--- src/rtl/dupmon_pkg.sv ---
package dupmon_pkg;
  // ratio thresholds are expressed in parts per this scale
  localparam int RATIO_SCALE = 1000;
  localparam int SCALE_W     = 10;
endpackage

--- src/rtl/dupmon_usage.sv ---
module dupmon_usage #(
  parameter int N      = 16,
  parameter int WINDOW = 1000,
  parameter int CNT_W  = 16,
  localparam int ID_W  = (N > 1) ? $clog2(N) : 1,
  localparam int TW    = (WINDOW > 1) ? $clog2(WINDOW) : 1
) (
  input  logic             clk,
  input  logic             rst_n,
  input  logic             lk_valid,
  input  logic [ID_W-1:0]  lk_id,
  input  logic [ID_W-1:0]  rd_idx,
  output logic [CNT_W-1:0] rd_cnt,
  output logic [CNT_W-1:0] snap_total,
  output logic             win_end
);
  localparam logic [CNT_W-1:0] CMAX = {CNT_W{1'b1}};

  logic [TW-1:0]    tick_q, tick_d;
  logic             last;
  logic             id_ok;
  logic [CNT_W-1:0] tot_q, tot_d, tot_inc, stot_q, stot_d;
  logic [CNT_W-1:0] snap_arr [N];

  assign last  = (tick_q == TW'(WINDOW - 1));
  assign id_ok = lk_valid && ({1'b0, lk_id} < (ID_W+1)'(N));

  // window timer
  always_comb begin
    tick_d = last ? '0 : tick_q + 1'b1;
  end

  always_ff @(posedge clk or negedge rst_n) begin
    if (!rst_n) tick_q <= '0;
    else        tick_q <= tick_d;
  end

  // total lookups in the window, saturating
  always_comb begin
    tot_inc = (id_ok && tot_q != CMAX) ? tot_q + 1'b1 : tot_q;
    tot_d   = last ? '0 : tot_inc;
    stot_d  = last ? tot_inc : stot_q;
  end

  always_ff @(posedge clk or negedge rst_n) begin
    if (!rst_n) begin
      tot_q  <= '0;
      stot_q <= '0;
    end else begin
      tot_q  <= tot_d;
      stot_q <= stot_d;
    end
  end

  // one live counter and one snapshot per subtrie
  for (genvar gi = 0; gi < N; gi++) begin : g_cnt
    logic             hit;
    logic [CNT_W-1:0] live_q, live_d, snap_q, snap_d, inc;

    assign hit = id_ok && (lk_id == ID_W'(gi));

    always_comb begin
      inc    = (hit && live_q != CMAX) ? live_q + 1'b1 : live_q;
      live_d = last ? '0 : inc;
      snap_d = last ? inc : snap_q;
    end

    always_ff @(posedge clk or negedge rst_n) begin
      if (!rst_n) begin
        live_q <= '0;
        snap_q <= '0;
      end else begin
        live_q <= live_d;
        snap_q <= snap_d;
      end
    end

    assign snap_arr[gi] = snap_q;
  end

  assign rd_cnt     = ({1'b0, rd_idx} < (ID_W+1)'(N)) ? snap_arr[rd_idx] : '0;
  assign snap_total = stot_q;
  assign win_end    = last;
endmodule

--- src/rtl/dupmon_scan.sv ---
module dupmon_scan
  import dupmon_pkg::*;
#(
  parameter int N               = 16,
  parameter int CNT_W           = 16,
  parameter int THRESH_PERMILLE = 15,
  parameter int PER_LIMIT       = 2,
  parameter int GLOBAL_LIMIT    = 20,
  localparam int ID_W = (N > 1) ? $clog2(N) : 1,
  localparam int CPW  = $clog2(PER_LIMIT + 1),
  localparam int GW   = $clog2(GLOBAL_LIMIT + 1)
) (
  input  logic             clk,
  input  logic             rst_n,
  input  logic             win_end,
  output logic [ID_W-1:0]  rd_idx,
  input  logic [CNT_W-1:0] rd_cnt,
  input  logic [CNT_W-1:0] snap_total,
  output logic             dup_valid,
  output logic [ID_W-1:0]  dup_id,
  input  logic             dup_ready,
  input  logic [ID_W-1:0]  qry_id,
  output logic [CPW-1:0]   qry_copies,
  output logic [GW-1:0]    total_dups
);
  localparam int MW = CNT_W + SCALE_W + 1;

  logic            run_q, run_d;
  logic [ID_W-1:0] idx_q, idx_d;
  logic            req_v_q, req_v_d;
  logic [ID_W-1:0] req_id_q, req_id_d;
  logic [GW-1:0]   glob_q, glob_d;
  logic [CPW-1:0]  copy_arr [N];
  logic [CPW-1:0]  cur_copies;
  logic [MW-1:0]   lhs, rhs;
  logic            slot_free, step, hot, fire;

  assign slot_free  = !req_v_q || dup_ready;
  assign step       = run_q && slot_free;
  assign lhs        = MW'(rd_cnt) * MW'(RATIO_SCALE);
  assign rhs        = MW'(THRESH_PERMILLE) * MW'(snap_total);
  assign hot        = (snap_total != '0) && (lhs > rhs);
  assign cur_copies = copy_arr[idx_q];
  assign fire       = step && hot && (cur_copies < CPW'(PER_LIMIT))
                      && (glob_q < GW'(GLOBAL_LIMIT));

  // scan sequencer and request slot
  always_comb begin
    run_d    = run_q;
    idx_d    = idx_q;
    req_v_d  = req_v_q;
    req_id_d = req_id_q;
    glob_d   = glob_q;
    if (step) begin
      if (idx_q == ID_W'(N - 1)) run_d = 1'b0;
      else                       idx_d = idx_q + 1'b1;
    end
    if (win_end) begin
      run_d = 1'b1;
      idx_d = '0;
    end
    if (fire) begin
      req_v_d  = 1'b1;
      req_id_d = idx_q;
      glob_d   = glob_q + 1'b1;
    end else if (dup_ready) begin
      req_v_d  = 1'b0;
    end
  end

  always_ff @(posedge clk or negedge rst_n) begin
    if (!rst_n) begin
      run_q    <= 1'b0;
      idx_q    <= '0;
      req_v_q  <= 1'b0;
      req_id_q <= '0;
      glob_q   <= '0;
    end else begin
      run_q    <= run_d;
      idx_q    <= idx_d;
      req_v_q  <= req_v_d;
      req_id_q <= req_id_d;
      glob_q   <= glob_d;
    end
  end

  // copy table
  for (genvar gi = 0; gi < N; gi++) begin : g_copy
    logic [CPW-1:0] cp_q, cp_d;
    logic           cp_en;

    assign cp_en = fire && (idx_q == ID_W'(gi));

    always_comb begin
      cp_d = cp_en ? cp_q + 1'b1 : cp_q;
    end

    always_ff @(posedge clk or negedge rst_n) begin
      if (!rst_n) cp_q <= '0;
      else        cp_q <= cp_d;
    end

    assign copy_arr[gi] = cp_q;
  end

  assign rd_idx     = idx_q;
  assign dup_valid  = req_v_q;
  assign dup_id     = req_id_q;
  assign total_dups = glob_q;
  assign qry_copies = ({1'b0, qry_id} < (ID_W+1)'(N)) ? copy_arr[qry_id] : '0;
endmodule

--- src/rtl/dup_monitor.sv ---
module dup_monitor #(
  parameter int NUM_SUBTRIES    = 16,
  parameter int WINDOW          = 1000,
  parameter int CNT_W           = 16,
  parameter int THRESH_PERMILLE = 15,
  parameter int PER_LIMIT       = 2,
  parameter int GLOBAL_LIMIT    = 20,
  localparam int ID_W = (NUM_SUBTRIES > 1) ? $clog2(NUM_SUBTRIES) : 1,
  localparam int CPW  = $clog2(PER_LIMIT + 1),
  localparam int GW   = $clog2(GLOBAL_LIMIT + 1)
) (
  input  logic            clk,
  input  logic            rst_n,
  input  logic            lk_valid,
  input  logic [ID_W-1:0] lk_id,
  output logic            dup_valid,
  output logic [ID_W-1:0] dup_id,
  input  logic            dup_ready,
  input  logic [ID_W-1:0] qry_id,
  output logic [CPW-1:0]  qry_copies,
  output logic [GW-1:0]   total_dups
);
  logic [ID_W-1:0]  rd_idx;
  logic [CNT_W-1:0] rd_cnt;
  logic [CNT_W-1:0] snap_total;
  logic             win_end;

  dupmon_usage #(
    .N(NUM_SUBTRIES), .WINDOW(WINDOW), .CNT_W(CNT_W)
  ) u_usage (
    .clk(clk), .rst_n(rst_n), .lk_valid(lk_valid), .lk_id(lk_id),
    .rd_idx(rd_idx), .rd_cnt(rd_cnt), .snap_total(snap_total),
    .win_end(win_end)
  );

  dupmon_scan #(
    .N(NUM_SUBTRIES), .CNT_W(CNT_W), .THRESH_PERMILLE(THRESH_PERMILLE),
    .PER_LIMIT(PER_LIMIT), .GLOBAL_LIMIT(GLOBAL_LIMIT)
  ) u_scan (
    .clk(clk), .rst_n(rst_n), .win_end(win_end), .rd_idx(rd_idx),
    .rd_cnt(rd_cnt), .snap_total(snap_total), .dup_valid(dup_valid),
    .dup_id(dup_id), .dup_ready(dup_ready), .qry_id(qry_id),
    .qry_copies(qry_copies), .total_dups(total_dups)
  );
endmodule

--- config.mk ---
export PLATFORM = sky130hd
export DESIGN_NAME = dup_monitor
export DESIGN_NICKNAME = d
export VERILOG_FILES = /design/src/rtl/dupmon_pkg.sv /design/src/rtl/dupmon_usage.sv /design/src/rtl/dupmon_scan.sv /design/src/rtl/dup_monitor.sv
export SDC_FILE = /design/constraint.sdc
export NUM_CORES = 1
export LEC_CHECK = 0
export ABC_AREA = 1
export CORE_ASPECT_RATIO = 0.6
export CORE_MARGIN = 4
export CORE_UTILIZATION = 25
export DETAILED_ROUTE_END_ITERATION = 12
export DONT_BUFFER_PORTS = 1
export HOLD_SLACK_MARGIN = 0.03
export PLACE_DENSITY = 0.35
export SYNTH_ARGS = -nofsm -noshare
export SYNTH_HDL_FRONTEND = slang
export SYNTH_SLANG_ARGS = --single-unit
--- constraint.sdc ---
create_clock -name clk -period 19.75 [get_ports clk]
set_input_delay 2.9625 -clock clk [delete_from_list [all_inputs] [get_ports clk]]
set_output_delay 2.9625 -clock clk [all_outputs]
set_load 0.005 [all_outputs]
Word level (Yosys, flattened, before mapping) --
Index checks and enable logic that the tools add are counted.
Word-level totals: memories kept 0, word-level logic and storage cells 266, bits in latches 0, output and inout bits 12, bits of input ports 12, ROM bits 0, RAM bits 0, register bits 601
Cells by class: multipliers 2, bitwise gates (word level) 2, multiplexer cells 52, magnitude comparators 5, shift-type cells 0, div/mod/pow operators 0, reductions and logical operators 64, equal/unequal tests 49, add/sub/neg operators 36
Operators by type and width (count):
- 16-bit 2-to-1 mux | 36
- 16-bit by 1-bit adder with 16-bit output, second input constant | 17
- 16-bit inequality test, second input constant | 17
- 16-bit binary-select mux with 4-bit select | 1
- 4-bit == test, second input constant | 16
- 1-bit logical AND | 54
- 2-bit by 1-bit adder with 2-bit output, second input constant | 16
- 4-bit by 3-bit == test with 1-bit output, second input constant | 8
- 26-bit by 20-bit greater-than comparator with 1-bit output | 1
- 16-bit by 7-bit multiplier with 23-bit output, second input constant | 1
- 4-bit by 16-bit multiplier with 20-bit output, first input constant | 1
- 2-bit binary-select mux with 4-bit select | 2
- 4-bit by 2-bit == test with 1-bit output, second input constant | 4
- 16-bit nonzero test | 1
- 4-bit 2-to-1 mux | 3
- 10-bit by 1-bit adder with 10-bit output, second input constant | 1
- 10-bit == test, second input constant | 1
- 5-bit greater-or-equal comparator, second input constant | 2
- 10-bit 2-to-1 mux | 1
- 4-bit NOT with 5-bit output | 2
- 4-bit by 1-bit == test with 1-bit output, second input constant | 2
- 4-bit zero test | 2
- 2-bit 2-to-1 mux | 4
- 2-bit nonzero test | 3
- other kinds (9) | 14

Logic depth before layout (Yosys ltp) --
word-level depth 11, mapped depth 38, gate-level depth less buffers 34

By module --
A second synthesis with hierarchy kept.
Unflattened totals: cell total of the unflattened synthesis 5516, area, all modules 38762.2 sq um
By module, submodules not included:
- dupmon_usage | area an instance 30850.8 sq um, cells an instance 4509, seq. area each 13863.3 sq um, instances 1
- dupmon_scan | area an instance 7911.3 sq um, cells an instance 1007, seq. area each 1176.1 sq um, instances 1

Worst setup path after synthesis --
No wires, ideal clock.
path kind in2out, start in qry_id[0], end out qry_copies[1], arrival time 3.889 ns, stages on the path 6, slack 12.898 ns, data required time 16.788 ns, buffers on the path 2, path through clkbuf_1 > clkbuf_1 > o21ai_0 > o211ai_1 > nand3_1 > nand2_1
Between the ends: cells in the longest elaborated chain, start to end 4
RTL lines:
- from (decl) | line dup_monitor.sv:19 | input logic [ID_W-1:0] qry_id,
- 4-bit NOT with 5-bit output (implied by the code) | line dupmon_scan.sv:110 | assign qry_copies = ({1'b0, qry_id} < (ID_W+1)'(N)) ? copy_arr[qry_id] : '0;
- 2-bit binary-select mux with 4-bit select | line dupmon_scan.sv:110
- 2-bit 2-to-1 mux (implied by the code) (2 in series) | line dupmon_scan.sv:110
- to (decl) | line dup_monitor.sv:20 | output logic [CPW-1:0] qry_copies,
No other way between the ends. The select of a mux whose other input is x is not followed.

Worst setup path after layout --
start reg u_scan.idx_q[0], in the netlist u_scan.rd_idx[0], end reg u_scan.req_id_q[1], in the netlist u_scan.dup_id[1]
Between the ends: cells in the longest elaborated chain, start to end 10, elaborated cells between the ends (all ways) 14, those cells by class 1 x mul; 2 x order compare; 6 x mux; 1 x bitwise; 4 x reduce/logical
RTL lines:
- from (decl) | line dupmon_scan.sv:29 | logic [ID_W-1:0] idx_q, idx_d;
- from (signal assigned) | line dupmon_scan.sv:80 | idx_q <= idx_d;
- 4-bit NOT with 5-bit output (implied by the code) * | line dupmon_usage.sv:81, dupmon_scan.sv:43
- 16-bit binary-select mux with 4-bit select | line dupmon_usage.sv:81 | assign rd_cnt = ({1'b0, rd_idx} < (ID_W+1)'(N)) ? snap_arr[rd_idx] : '0;
- 16-bit 2-to-1 mux (implied by the code) (2 in series) | line dupmon_usage.sv:81
- 16-bit by 7-bit multiplier with 23-bit output | line dupmon_scan.sv:40 | assign lhs = MW'(rd_cnt) * MW'(RATIO_SCALE);
- 26-bit by 20-bit greater-than comparator with 1-bit output | line dupmon_scan.sv:42 | assign hot = (snap_total != '0) && (lhs > rhs);
- 1-bit logical AND | line dupmon_scan.sv:42
- 1-bit logical AND | line dupmon_scan.sv:44 | assign fire = step && hot && (cur_copies < CPW'(PER_LIMIT))
- 1-bit logical AND * | line dupmon_scan.sv:44
- 1-bit logical AND * | line dupmon_scan.sv:45 | && (glob_q < GW'(GLOBAL_LIMIT));
- to (signal assigned) | line dupmon_scan.sv:82 | req_id_q <= req_id_d;
- to (decl) | line dupmon_scan.sv:31 | logic [ID_W-1:0] req_id_q, req_id_d;
Every way passes the cells marked *; elsewhere a longest branch is shown, timed or not. The select of a mux whose other input is x is not followed. A chain may end at the register's enable or synchronous reset.

==> impl_metrics.env <==
export IMPL_ios=24
export IMPL_fin_crit_ns=8.84
export IMPL_gr_usage_met1_pct=26.4
export IMPL_grt_use_met3_pct=3.07
export IMPL_synth_top_family_by_area="simple AND/OR/NAND/NOR gates"
export IMPL_setup_tns_ns=0
export IMPL_muxShareOfSynthArea_pct=0.389
export IMPL_critPathKind="reg2reg"
export IMPL_r2r_cells=29
export IMPL_route_detailed_drc=0
export IMPL_cts_hold_buffers_added=0
export IMPL_gp_congestion=0.782
export IMPL_fill_cells=14200
export IMPL_syn_to_final_growth_pct=12.0
export IMPL_drive_above_1_share_pct=4.27
export IMPL_portBuffers=0
export IMPL_grt_pass1_vias=25100
export IMPL_initial_core_util_pct=25.3
export IMPL_die_x_um=480
export IMPL_postCtsSetupBuffers=0
export IMPL_post_dp_hpwl_um=75500
export IMPL_drtPass1Iterations=5
export IMPL_place_inst=5599
export IMPL_fin_cells=5724
export IMPL_synth_xor_area_share_pct=7.92
export IMPL_synthArstFlopShare_pct=100
export IMPL_critPathLaunchType="register"
export IMPL_syn_instance_count=3950
export IMPL_grt_first_pass_wirelength_um=164000
export IMPL_grt_max_degree=602
export IMPL_cp_end_kind="register"
export IMPL_r2r_start="u_scan.rd_idx[0]"
export IMPL_drt_wirelength_per_cell_um=18.6
export IMPL_final_common_cell="nand2_1"
export IMPL_die_area_um2=140000
export IMPL_grt_busiest_layer="met1"
export IMPL_use_met2_pct=18.7
export IMPL_cp_arrival_ns=9.42
export IMPL_syn_area_um2=33400
export IMPL_ys_top_cells_by_area="dfrtp_1 45%, nand2_1 8.8%, nor2_1 6.9%"
export IMPL_clkTransAtPathRegs_ns=0.06
export IMPL_synth_area_leader_cell="dfrtp_1"
export IMPL_die_h_um=291
export IMPL_clock_root_buffer="clkbuf_16"
export IMPL_synth_edf_count=0
export IMPL_synth_adder_area_share_pct=9.63
export IMPL_r2r_setup_slack_ns=10.91
export IMPL_antenna_found_initial=6
export IMPL_critPathCapture="u_scan.dup_id[1]"
export IMPL_critPathMaxStageDelay_ns=0.69
export IMPL_critPathLaunch="u_scan.rd_idx[0]"
export IMPL_slew_violations=0
export IMPL_r2r_end="u_scan.dup_id[1]"
export IMPL_ys_ff_latch=601
export IMPL_drt_iter0_drc=2091
export IMPL_ys_flop_type="dfrtp_1"
export IMPL_hold_path_class="reg2reg"
export IMPL_insertion_delay_ns=0.66
export IMPL_crit_fanout=69
export IMPL_worst_path_max_delay_cell="buf_4"
export IMPL_worst_pin_slew_ns=1.35
export IMPL_num_nets_final=4105
export IMPL_hold_viol=0
export IMPL_row_count=103
export IMPL_status="complete, no violations"
export IMPL_setup_viol=0
export IMPL_cts_buffers=66
export IMPL_synthSimpleGateAreaFrac_pct=22.0
export IMPL_h_tree_depth=3
export IMPL_synth_compound_area_share_pct=9.54
export IMPL_grt_remaining_overflow=0
export IMPL_rsz0062_at_grt="false"
export IMPL_drt_wl_total_um=106000
export IMPL_synth_cell_types=51
export IMPL_synth_top_cell_area_share_pct=45.0
export IMPL_clock_sinks=601
export IMPL_maxCapViolCount=0
export IMPL_vias=25400
export IMPL_regArea_um2=15000
export IMPL_max_freq_ghz=0.113
export IMPL_ant_nets=0
export IMPL_multi_input_area_um2=16500
export IMPL_grt_usage_pct=15.2
export IMPL_yosys_warnings=0
export IMPL_cts_repair_resized=0
export IMPL_whs_ns=0.476
export IMPL_clockBufferDepth=3
export IMPL_final_cell_mix="782 x nand2_1, 609 x nor2_1, 599 x dfrtp_1"
export IMPL_cp_required_ns=20.32
export IMPL_syn_num_nets=4170
export IMPL_finalCritPeriodShare_pct=44.8
export IMPL_core_area_um2=132000
export IMPL_vias_per_cell=4.44
export IMPL_relSlewSlack_pct=10.2
export IMPL_seq_area_frac_synth_pct=45.0
export IMPL_skew_ns=0.0191
export IMPL_cts_tree="yes"
export IMPL_postSynthAreaPerCell_um2=8.46
## worst min path at each step
stage,start,endpoint,depth (start not counted)
2_1_floorplan,u_usage.g_cnt[6].snap_q[14],u_usage.g_cnt[6].snap_q[14],2
3_3_place_gp,u_usage.g_cnt[6].snap_q[6],u_usage.g_cnt[6].snap_q[6],2
3_5_place_dp,u_usage.g_cnt[6].snap_q[14],u_usage.g_cnt[6].snap_q[14],2
4_1_cts,u_usage.g_cnt[6].snap_q[14],u_usage.g_cnt[6].snap_q[14],2
5_1_grt,u_usage.g_cnt[10].snap_q[6],u_usage.g_cnt[10].snap_q[6],2
6_report,u_usage.g_cnt[6].snap_q[14],u_usage.g_cnt[6].snap_q[14],2
## cell type report
class / count / share of cell area, %
Tap cell: 1785 / 5.97
Sequential cell: 601 / 40.2
Clock buffer: 97 / 5.24
Timing Repair Buffer: 21 / 0.615
Inverter: 307 / 3.11
Multi-Input combinational cell: 2888 / 44.2
Clock inverter: 22 / 0.619
Antenna cell: 3 / 0.0201
## metrics by stage
| stage | utilization [%] | worst slack, ns | instance area [um2] |
|---|---|---|---|
| 6_report | 28.3 | 10.91 | 37400 |
| 5_1_grt | 28.3 | 10.22 | 37400 |
| 4_1_cts | 28.3 | 10.86 | 37300 |
| 3_5_place_dp | 26.6 | 10.86 | 35100 |
| 3_3_place_gp | 26.6 | 10.84 | 35100 |
| 2_1_floorplan | - | 12.90 | 33400 |
## worst max-delay path, delay by kind of cell, from the launching register on
kind	cells	cell delay (ns)
compound gates	8	1.50
xor+xnor	1	0.16
fa+ha+maj	6	2.58
buf+inv	5	1.52
flops	1	0.67
simple gates	9	2.14
## kinds of logic after synthesis
kind of cell | Yosys count
AOI/OAI and AO/OA | 607
buffers and inverters | 461
xor gates and xnor gates | 302
and+or+nand+nor | 1758
DFF | 601
adders and majority gates | 208
muxes | 13
## Yosys cell counts (all sizes together), types with 4 or more instances
cell	instances
nand2	785
nor2	614
dfrtp	601
o21ai	454
inv	303
xor2	233
nand3	161
ha	126
nand4	113
clkbuf	96
fa	82
xnor2	69
o22ai	65
a21oi	64
buf	58
nor3	58
mux2i	13
nor4	7
o211ai	6
and2	5
nand3b	5
clkinv	4
nor3b	4
o21bai	4
## registers in the layout, summed over array words and instances (netlist names)
register              flops
u_usage.snap_total       16
u_usage.g_cnt.snap_q    256
u_scan.dup_valid          1
u_scan.total_dups         5
u_scan.run_q              1
u_usage.g_cnt.live_q    256
u_scan.dup_id             4
u_scan.rd_idx             4
u_usage.tick_q           10
u_scan.g_copy.cp_q       32
u_usage.tot_q            16
## routing by layer
metal,wire length (um),vias to the layer above
li1,-,12700
met1,62200,12200
met2,37600,392
met3,5330,82
met4,1180,0
met5,0,-
Power is left out: the tool's default activity adds up to more than one toggle a clock period on the data nets, which glitch-free logic cannot reach.
